[src/rtl/gcd_pkg.sv]
package gcd_pkg;

    typedef enum logic [1:0] {
        ST_WAIT = 2'd0,
        ST_CALC = 2'd1,
        ST_DONE = 2'd2
    } gcd_state_e;

    typedef enum logic [1:0] {
        ASEL_LOAD = 2'd0,
        ASEL_FROM_B = 2'd1,
        ASEL_DIFF = 2'd2
    } a_sel_e;

    typedef enum logic {
        BSEL_LOAD = 1'b0,
        BSEL_FROM_A = 1'b1
    } b_sel_e;

    typedef struct packed {
        a_sel_e a_sel;
        logic a_en;
        b_sel_e b_sel;
        logic b_en;
    } gcd_ctrl_t;

endpackage

[src/rtl/gcd_en_reg.sv]
module gcd_en_reg #(
    parameter int W = 16
) (
    input logic clk,
    input logic en,
    input logic [W-1:0] d,
    output logic [W-1:0] q
);

    logic [W-1:0] q_r;

    always_ff @(posedge clk) begin
        if (en) begin
            q_r <= d;
        end
    end

    assign q = q_r;

endmodule

[src/rtl/gcd_datapath.sv]
module gcd_datapath
    import gcd_pkg::*;
#(
    parameter int W = 16
) (
    input logic clk,
    input logic [W-1:0] in_a,
    input logic [W-1:0] in_b,
    input gcd_ctrl_t ctrl,
    output logic a_lt_b,
    output logic b_zero,
    output logic [W-1:0] value_a
);

    logic [W-1:0] reg_a;
    logic [W-1:0] reg_b;
    logic [W-1:0] next_a;
    logic [W-1:0] next_b;
    logic [W-1:0] diff;

    // Selector for register A: operand, swap partner, or difference.
    always_comb begin
        unique case (ctrl.a_sel)
            ASEL_FROM_B: next_a = reg_b;
            ASEL_DIFF: next_a = diff;
            default: next_a = in_a;
        endcase
    end

    // Selector for register B: operand or swap partner.
    always_comb begin
        unique case (ctrl.b_sel)
            BSEL_FROM_A: next_b = reg_a;
            default: next_b = in_b;
        endcase
    end

    gcd_en_reg #(.W(W)) u_reg_a (
        .clk(clk),
        .en(ctrl.a_en),
        .d(next_a),
        .q(reg_a)
    );

    gcd_en_reg #(.W(W)) u_reg_b (
        .clk(clk),
        .en(ctrl.b_en),
        .d(next_b),
        .q(reg_b)
    );

    assign diff = reg_a - reg_b;
    assign a_lt_b = (reg_a < reg_b);
    assign b_zero = (reg_b == '0);
    assign value_a = reg_a;

endmodule

[src/rtl/gcd_control.sv]
module gcd_control
    import gcd_pkg::*;
(
    input logic clk,
    input logic rst,
    input logic op_valid,
    input logic res_ready,
    input logic a_lt_b,
    input logic b_zero,
    output logic op_ready,
    output logic res_valid,
    output gcd_ctrl_t ctrl,
    output gcd_state_e state
);

    gcd_state_e state_q;
    gcd_state_e state_d;

    // State register.
    always_ff @(posedge clk) begin
        if (rst) begin
            state_q <= ST_WAIT;
        end else begin
            state_q <= state_d;
        end
    end

    // Outputs and next state. Defaults are inactive and each state overrides what it needs.
    always_comb begin
        state_d = state_q;
        op_ready = 1'b0;
        res_valid = 1'b0;
        ctrl.a_sel = ASEL_LOAD;
        ctrl.a_en = 1'b0;
        ctrl.b_sel = BSEL_LOAD;
        ctrl.b_en = 1'b0;
        unique case (state_q)
            ST_WAIT: begin
                op_ready = 1'b1;
                ctrl.a_sel = ASEL_LOAD;
                ctrl.b_sel = BSEL_LOAD;
                if (op_valid) begin
                    ctrl.a_en = 1'b1;
                    ctrl.b_en = 1'b1;
                    state_d = ST_CALC;
                end
            end
            ST_CALC: begin
                if (a_lt_b) begin
                    ctrl.a_sel = ASEL_FROM_B;
                    ctrl.a_en = 1'b1;
                    ctrl.b_sel = BSEL_FROM_A;
                    ctrl.b_en = 1'b1;
                end else if (!b_zero) begin
                    ctrl.a_sel = ASEL_DIFF;
                    ctrl.a_en = 1'b1;
                end else begin
                    state_d = ST_DONE;
                end
            end
            ST_DONE: begin
                res_valid = 1'b1;
                if (res_ready) begin
                    state_d = ST_WAIT;
                end
            end
            default: begin
                state_d = ST_WAIT;
            end
        endcase
    end

    assign state = state_q;

endmodule

[src/rtl/gcd_engine.sv]
module gcd_engine
    import gcd_pkg::*;
#(
    parameter int W = 16
) (
    input logic clk,
    input logic rst,
    input logic op_valid,
    output logic op_ready,
    input logic [W-1:0] op_a,
    input logic [W-1:0] op_b,
    output logic res_valid,
    input logic res_ready,
    output logic [W-1:0] res_value
);

    gcd_ctrl_t ctrl;
    gcd_state_e fsm_state;
    logic a_lt_b;
    logic b_zero;

    gcd_control u_ctrl (
        .clk(clk),
        .rst(rst),
        .op_valid(op_valid),
        .res_ready(res_ready),
        .a_lt_b(a_lt_b),
        .b_zero(b_zero),
        .op_ready(op_ready),
        .res_valid(res_valid),
        .ctrl(ctrl),
        .state(fsm_state)
    );

    gcd_datapath #(.W(W)) u_dp (
        .clk(clk),
        .in_a(op_a),
        .in_b(op_b),
        .ctrl(ctrl),
        .a_lt_b(a_lt_b),
        .b_zero(b_zero),
        .value_a(res_value)
    );

endmodule

[config.mk]
export PLATFORM = sky130hd
export DESIGN_NAME = gcd_engine
export DESIGN_NICKNAME = d
export VERILOG_FILES = /design/src/rtl/gcd_pkg.sv /design/src/rtl/gcd_en_reg.sv /design/src/rtl/gcd_datapath.sv /design/src/rtl/gcd_control.sv /design/src/rtl/gcd_engine.sv
export SDC_FILE = /design/constraint.sdc
export NUM_CORES = 1
export LEC_CHECK = 0
export CAP_MARGIN = 20
export CORE_ASPECT_RATIO = 1.75
export CORE_MARGIN = 5
export CORE_UTILIZATION = 45
export DETAILED_ROUTE_END_ITERATION = 12
export DONT_BUFFER_PORTS = 1
export PLACE_DENSITY = 0.58
export SYNTH_ARGS = -nofsm -noshare
export SYNTH_HDL_FRONTEND = slang
export SYNTH_SLANG_ARGS = --single-unit
[constraint.sdc]
create_clock -name clk -period 3 [get_ports clk]
set_input_delay 0.3 -clock clk [delete_from_list [all_inputs] [get_ports clk]]
set_output_delay 0.3 -clock clk [all_outputs]
set_load 0.02 [all_outputs]
==> After elaboration in Yosys (flattened, before gate mapping) <==
Cells that the tools add are included.
{ "totals": {"reg_bits": 34, "inputBits": 36} }
{ "classes": {"add_sub_neg": 1, "n_lt_le_gt_ge": 1, "n_eq_ne": 8, "muxes": 14, "n_reduce_logical": 3} }
{ "ops": {"columns": ["operator", "n"], "rows": [
  ["16-bit case mux with 2 select lines", 1],
  ["16-bit logical NOT", 1],
  ["16-bit < comparator", 1],
  ["16-bit 2-to-1 mux", 1],
  ["16-bit subtractor", 1],
  ["2-bit 2-to-1 mux", 5],
  ["5-bit case mux with 2 select lines", 1],
  ["3-bit 2-to-1 mux", 2],
  ["2-bit inequality test (second input constant)", 3],
  ["2-bit case mux with 3 select lines", 1],
  ["2-bit by 1-bit == test with 1-bit output (second input constant)", 2],
  ["2-bit == test (second input constant)", 2],
  ["4-bit AND reduction", 1],
  ["1-bit 2-to-1 mux", 3],
  ["2-bit logical NOT", 1],
  ["2-bit by 1-bit inequality test with 1-bit output (second input constant)", 1]
]} }

==> Longest topological paths before layout <==
Gate-level depths: netlist of run 1.
{ "depth": {"word_depth": 6, "depth_mapped": 12} }

==> Cells and area by module <==
A second synthesis of run 1 with hierarchy kept.
{ "unflattened": {"cells_unflattened": 268, "hier_area_um2": 2603.7} }
{ "modules_own_cells": {"columns": ["mod", "n_inst", "cells_each", "area_each_um2"], "rows": [
  ["gcd_datapath", 1, 219, 1487.7],
  ["gcd_en_reg", 2, 16, 480.5],
  ["gcd_control", 1, 17, 155.1]
]} }

==> Least setup slack after synthesis of run 1 <==
Ideal clock, no wire load.
{ "synth_path": {"kind": "flip-flop to flip-flop", "from": "register u_dp.u_reg_a.q_r[0] (netlist: u_dp.u_reg_a.q[0])", "to": "register u_dp.u_reg_a.q_r[0] (netlist: u_dp.u_reg_a.q[0]) (enable)", "setup_time_ns": 0.375, "t_arrival_ns": 2.525, "t_required_ns": 2.625, "path_slack_ns": 0.100, "stages_incl_launch_ff": 12, "n_path_buf": 1, "cell_sequence": "edfxtp_1 inv_1 ha_1 inv_1 fa_1 a211oi_1 o21a_1 o21a_1 o21a_2 nand2_1 buf_2 nand3_1"} }
{ "synth_between": {"elab_chain_cells": 3} }
{ "synth_lines": {"columns": ["element", "line_no", "text"], "rows": [
  ["start, declared", "gcd_en_reg.sv:10", "logic [W-1:0] q_r;"],
  ["start signal, assigned", "gcd_en_reg.sv:14", "q_r <= d;"],
  ["16-bit < comparator", "gcd_datapath.sv:53", "assign a_lt_b = (reg_a < reg_b);"],
  ["3-bit 2-to-1 mux", "gcd_control.sv:49", "if (a_lt_b) begin"],
  ["5-bit case mux with 2 select lines", "gcd_control.sv:37", "unique case (state_q)"],
  ["via u_dp.u_reg_a.en", "gcd_en_reg.sv:5", "input logic en,"]
]} }
The timed path passes the listed nets, and every way through them passes these cells.
A chain may end at the register's enable or synchronous reset.

==> Worst setup path in the final report of run 1 <==
{ "layout_path": {"from": "register u_dp.u_reg_a.q_r[0] (netlist: u_dp.u_reg_a.q[0])", "to": "register u_dp.u_reg_a.q_r[2] (netlist: u_dp.u_reg_a.q[2]) (data pin)"} }
{ "layout_between": {"elab_chain_cells": 5, "elab_cells_between_ends": 7, "classes_between": "add/sub: 1; order compare: 1; eq/ne: 2; mux: 3"} }
{ "layout_lines": {"columns": ["element", "line_no", "text"], "rows": [
  ["16-bit < comparator", "gcd_datapath.sv:53", null],
  ["3-bit 2-to-1 mux", "gcd_control.sv:49", null],
  ["5-bit case mux with 2 select lines", "gcd_control.sv:37", null],
  ["2-bit == test / 2-bit by 1-bit == test with 1-bit output (equally long branches)", "gcd_datapath.sv:23", "unique case (ctrl.a_sel)"],
  ["16-bit case mux with 2 select lines *", "gcd_datapath.sv:23", null],
  ["via u_dp.next_a[2]", "gcd_datapath.sv:17", "logic [W-1:0] next_a;"]
]} }
The timed path passes the listed nets; every way through them passes the cells marked *.

==> impl_metrics.toml, run 1 <==
[setup_path]
rrSetupSlack_ns = 0.25
crit_path_end_kind = "register"
cp_max_fo = 17
cp.required_ns = 3.03
critPathKind = "register to register"
critPathArrivalTime_ns = 2.78
critPathLaunchType = "register"

[yosys]
synth-edff-count = 32
synthArstFlopShare = 0
netlist_area_mm2 = 0.00234
synth_top_area_share = 0.410
synth_top_family_by_area = "compound AO/OA/AOI/OAI gates"
yosysWarnings = 0
syn_inst = 261
synth_simple_gate_area_share = 0.186
synth_area_leaders = "edfxtp_1 41%, nand2_1 9.9%, ha_1 8.5%"
muxShareOfSynthArea = 0.00427
synth_most_common_cell = "nand2_1"
avgSynthCellArea_um2 = 8.98
synth.distinct_cells = 41
ys.flop_type = "edfxtp_1"
synth_fa_ha_area_frac = 0.0940
ys_seq_elements = 34
synth_top_cell_by_area = "edfxtp_1"
synth-compound-area-share = 0.192
synth_fp_nets = 314
ys_seq_area_frac = 0.427
synthTopCellsByCount = "62 x nand2_1, 32 x edfxtp_1, 19 x o21ai_0, 17 x inv_1, 16 x ha_1"
synth_xor_area_frac = 0.0486

[floorplan]
die_w_um = 64.6
fp.dieH_um = 105
rows = 34
pin_count = 54
coreArea_mm2 = 0.00502
start_util = 0.467
die-area_mm2 = 0.00681

[timing]
grt_setup_unrepaired = "false"
slew_violations = 0
slew_headroom = 0.681
finalCritPeriodShare = 0.917
tns_ns = 0
setup_viol_count_final = 0
tightest_slew_ns = 0.472
hold_viol = 0
fmax_mhz = 364
finClkSkew_ns = 0.00515
period_needed_ns = 2.75

[layout]
final_cells = 324
insertedDiodeCount = 0
area_growth_pct = 8.76
drive_above_1_share = 0.0778
layout.nets = 322
fillers = 501

[pwr]
clkPwrFrac = 0.107
p_leak_uw = 0.00105
pwr-share-seq = 0.332
p_per_area_mw_per_mm2 = 1270
power_switching_share = 0.470
vdd.ir_drop.worst_uv = 507
p_int_uw = 1720
combPwrFrac = 0.561
power_switching_uw = 1530

[grt]
grt_max_degree = 21
grt_pass1_wl_um = 10400
gr-total-overflow = 0
antenna_found_initial = 0
grt_pass1_vias = 2063
grtUsageTotal = 0.198

[placed_design]
io_buffers = 0
dp.cells = 315
place_congestion = 0.857
dp.final_hpwl_um = 4800

[detailed_routing]
drtPass1Iterations = 4
drt_wl_total_um = 6370
num_vias = 1952
drc = 0
routedWlPerCell_um = 19.7
vias_per_cell = 6.02
drtIter0Drc = 116
drtAntennaViolNets = 0

[clock_tree]
cts-root-buf = "clkbuf_8"
cts_tree = "built"
clk_path_buf_depth = 2
cts_hold_buffers = 0
htreeDepth = 2
cts-buffers-inserted = 5
clk-insertion-delay-late_ns = 0.28
cts.sinks = 34
clk_pin_slew_worst_paths_ns = 0.07

[job]
maxCapViolations = 0

[outcome]
status = "finished clean"

[worst_hold_path]
worstHoldPathType = "primary input to register"
metal layers:
| layer | wire length, µm | part of all wire | vias up | GRT usage |
|---|---|---|---|---|
| li1 | - | - | 962 | - |
| met1 | 2430 | 0.38 | 928 | 0.220 |
| met2 | 3520 | 0.55 | 53 | 0.367 |
| met3 | 290 | 0.046 | 9 | 0.0394 |
| met4 | 127 | 0.020 | 0 | 0.0696 |
| met5 | 0 | 0 | - | 0 |
layout by cell type (no fill, tap or decap), types with 6 or more instances in the layout:
| cell type | Yosys | layout |
|---|---|---|
| xor2_1 | 7 | 7 |
| nand2_1 | 62 | 62 |
| ha_1 | 16 | 16 |
| edfxtp_1 | 32 | 32 |
| o21ai_0 | 19 | 19 |
| xnor2_1 | 6 | 6 |
| a22oi_1 | 6 | 6 |
| clkbuf_8 | 0 | 6 |
| nor2_1 | 11 | 11 |
| nor4_1 | 7 | 7 |
| buf_4 | 0 | 8 |
| a32oi_1 | 9 | 9 |
| inv_1 | 17 | 17 |
| a21oi_1 | 15 | 15 |
cell families after synthesis:
family                     Yosys count
AOI/OAI and AO/OA                   71
xor gates and xnor gates            13
adders and majority gates           17
buffers and inverters               26
DFF                                 34
muxes                                1
and+or+nand+nor                     99
path summary, 6_finish.rpt:
path	start	end	cells past startpoint
worst max-delay path	u_dp.u_reg_a.q[0]	u_dp.u_reg_a.q[2]	12
worst max register to register	u_dp.u_reg_a.q[0]	u_dp.u_reg_a.q[2]	12
worst min-delay path	rst	u_ctrl.state[1]	1
worst min register to register	u_ctrl.state[1]	u_ctrl.state[0]	1
metrics by stage:
| step | setup slack [ns] | hold slack [ns] | power [µW] | area, µm² | utilization |
|---|---|---|---|---|---|
| 2_1_floorplan | 0.0999 | 0.372 | 2410 | 2340 | - |
| 3_3_place_gp | 0.238 | 0.374 | 2860 | 2440 | 0.487 |
| 3_5_place_dp | 0.153 | 0.375 | 2860 | 2440 | 0.487 |
| 4_1_cts | 0.133 | 0.0742 | 3230 | 2530 | 0.504 |
| 5_1_grt | 0.0377 | 0.0769 | 3550 | 2550 | 0.508 |
| 6_report | 0.250 | 0.0844 | 3240 | 2550 | 0.508 |
power groups by stage:
| stage | combinational (µW) | sequential, µW | clock, µW |
|---|---|---|---|
| global placement | 1770 | 1090 | 0 |
| CTS | 1790 | 1080 | 359 |
| global route | 2070 | 1100 | 386 |
| floorplan | 1370 | 1040 | 0 |
| finish | 1820 | 1080 | 348 |
| detailed placement | 1780 | 1080 | 0 |
registers in the layout, indices dropped and copies added (netlist names):
signal          count
u_ctrl.state        2
u_dp.u_reg_a.q     16
u_dp.u_reg_b.q     16
critical path, stage by stage (launching register included):
cell and delay [ns]:
edfxtp_1 0.40, inv_1 0.09, ha_1 0.18, inv_1 0.06, fa_1 0.42, a211oi_2 0.21, o21a_1 0.18, o21a_1 0.12
o21a_2 0.19, nand2_1 0.10, buf_4 0.23, a32oi_1 0.21, o21ai_0 0.11
repair_timing:
action | 4_1_cts | 5_1_grt
gates resized for setup | 0 | 3
setup buffers | 0 | 1
endpoints found under the setup margin | 0 | 42
final cells by class:
cell class              count  area (µm²)  share of cell area
well taps                  54        67.6              0.0265
inverters                  17        63.8              0.0250
clock buffers               8        90.1              0.0353
flip-flops and latches     34        1000               0.393
multi-input cells         201        1230               0.485
repair buffers             10        91.3              0.0358
Note: power is estimated with default switching activity, not from simulation.
==> inputs of run 2 (changes only) <==
--- a/config.mk
+++ b/config.mk
@@ -6,7 +6,6 @@
 export NUM_CORES = 1
 export LEC_CHECK = 0
 export CAP_MARGIN = 20
-export CORE_ASPECT_RATIO = 1.75
 export CORE_MARGIN = 5
 export CORE_UTILIZATION = 45
 export DETAILED_ROUTE_END_ITERATION = 12
==> run 2 against run 1 <==
Net effect:
- final cell count grew 5.6%
- die area shrank 0.83%
- count of clock-buffer cells in the layout shrank 2
- power shrank 1.4%
- sequential power is essentially flat
- routed wire length shrank 4.0%
- non-clock buffer count grew 2
- register-to-register slack lost 0.05 ns
==> impl_metrics.toml, run 2 (same netlist as run 1, synthesis figures left out) <==
[outcome]
status = "finished clean"

[timing]
setup_viol_count_final = 0
hold-worst-slack_ns = 0.0779
finClkSkew_ns = 0.00472
tns_ns = 0
grt_setup_unrepaired = "false"
slew_violations = 0
hold_viol = 0
fmax_mhz = 357
tightest_slew_ns = 0.467
slew_headroom = 0.686
period_needed_ns = 2.80
finalCritPeriodShare = 0.933

[pwr]
p_leak_uw = 0.00105
power_switching_uw = 1520
fin_total_pwr_uw = 3200
power_switching_share = 0.476
p_int_uw = 1680
clkPwrFrac = 0.103
combPwrFrac = 0.562
p_per_area_mw_per_mm2 = 1250
vdd.ir_drop.worst_uv = 442
pwr-share-seq = 0.335

[grt]
grt_max_degree = 22
grtUsageTotal = 0.194
grt_pass1_vias = 1919
antenna_found_initial = 0
grt_pass1_wl_um = 9650
gr-total-overflow = 0

[layout]
layout.nets = 324
insertedDiodeCount = 0
drive_above_1_share = 0.0809
utilization = 0.503
fillers = 520
final_common_cell = "nand2_1"
final_cell_mix = "62 x nand2_1, 32 x edfxtp_1, 19 x o21ai_0, 17 x inv_1, 16 x ha_1"
area_growth_pct = 8.97
final_area_mm2 = 0.00255

[detailed_routing]
drt_wl_total_um = 6120
num_vias = 1930
drtPass1Iterations = 4
drtIter0Drc = 113
drc = 0
vias_per_cell = 5.64
drtAntennaViolNets = 0
routedWlPerCell_um = 17.9

[clock_tree]
cts_setup_buffers = 0
cts_hold_buffers = 0
cts-buffers-inserted = 5
cts-root-buf = "clkbuf_8"
cts.sinks = 34
clk-insertion-delay-late_ns = 0.29
cts_tree = "built"
htreeDepth = 2
cts_resized = 0
clk_path_buf_depth = 2
clk_pin_slew_worst_paths_ns = 0.07

[setup_path]
crit_path_end_kind = "register"
cp.required_ns = 2.98
cp_max_fo = 21
critPathArrivalTime_ns = 2.78
critPathLaunchType = "register"
critPathKind = "register to register"

[floorplan]
fp.dieH_um = 82.2
rows = 26
coreArea_mm2 = 0.00507
start_util = 0.462
die-area_mm2 = 0.00675
pin_count = 54
die_w_um = 82.2

[placed_design]
dp.final_hpwl_um = 4560
place_congestion = 0.883
io_buffers = 0
place_area_mm2 = 0.00247

[job]
maxCapViolations = 0

[worst_hold_path]
worstHoldPathType = "primary input to register"
-- run 2: worst paths after layout --
path	endpoint	from	slack, ns	depth (start not counted)
hold reg to reg	u_ctrl.state[0]	u_ctrl.state[1]	0.53	1
setup reg to reg	u_dp.u_reg_b.q[6]	u_dp.u_reg_a.q[0]	0.20	12
hold / removal	u_ctrl.state[1]	rst	0.08	1
setup / recovery	u_dp.u_reg_b.q[6]	u_dp.u_reg_a.q[0]	0.20	12
-- run 2: metrics by stage --
| stage | instances | setup slack (ns) |
|---|---|---|
| final | 342 | 0.202 |
| after global routing | 342 | 0.0195 |
| after CTS | 342 | 0.188 |
| after detailed placement | 334 | 0.215 |
| after global placement | 334 | 0.271 |
| after floorplan | 261 | 0.0999 |
-- run 2: routing by layer --
layer	up-vias	global-route usage	part of all wire
met1	887	0.264	0.47
met2	68	0.299	0.43
li1	966	-	-
met5	-	0	0
met4	0	0.0581	0.014
met3	9	0.0553	0.086
-- run 2: power by group through the flow --
stage | logic (µW) | clock network (µW) | registers (µW)
6_report | 1800 | 331 | 1070
5_1_grt | 2020 | 360 | 1090
4_1_cts | 1790 | 343 | 1070
3_5_place_dp | 1780 | 0 | 1080
3_3_place_gp | 1780 | 0 | 1080
2_1_floorplan | 1370 | 0 | 1040
-- run 2: final cells by class --
type                            count  area, µm²  area share
Timing Repair Buffer               12       90.1      0.0353
Multi-Input combinational cell    201       1230       0.482
Clock buffer                        6       72.6      0.0284
Clock inverter                      2       8.76     0.00343
Sequential cell                    34       1000       0.392
Tap cell                           70       87.6      0.0343
Inverter                           17       63.8      0.0250
-- run 2: critical path, cell delays in order (launching register included) --
cell      delay, ns
edfxtp_1       0.39
inv_1          0.09
ha_1           0.16
inv_1          0.05
fa_1           0.42
a211oi_1       0.22
o21a_1         0.21
o21a_1         0.12
o21a_2         0.19
nand2_1        0.08
buf_4          0.23
nand2_1        0.10
buf_4          0.23
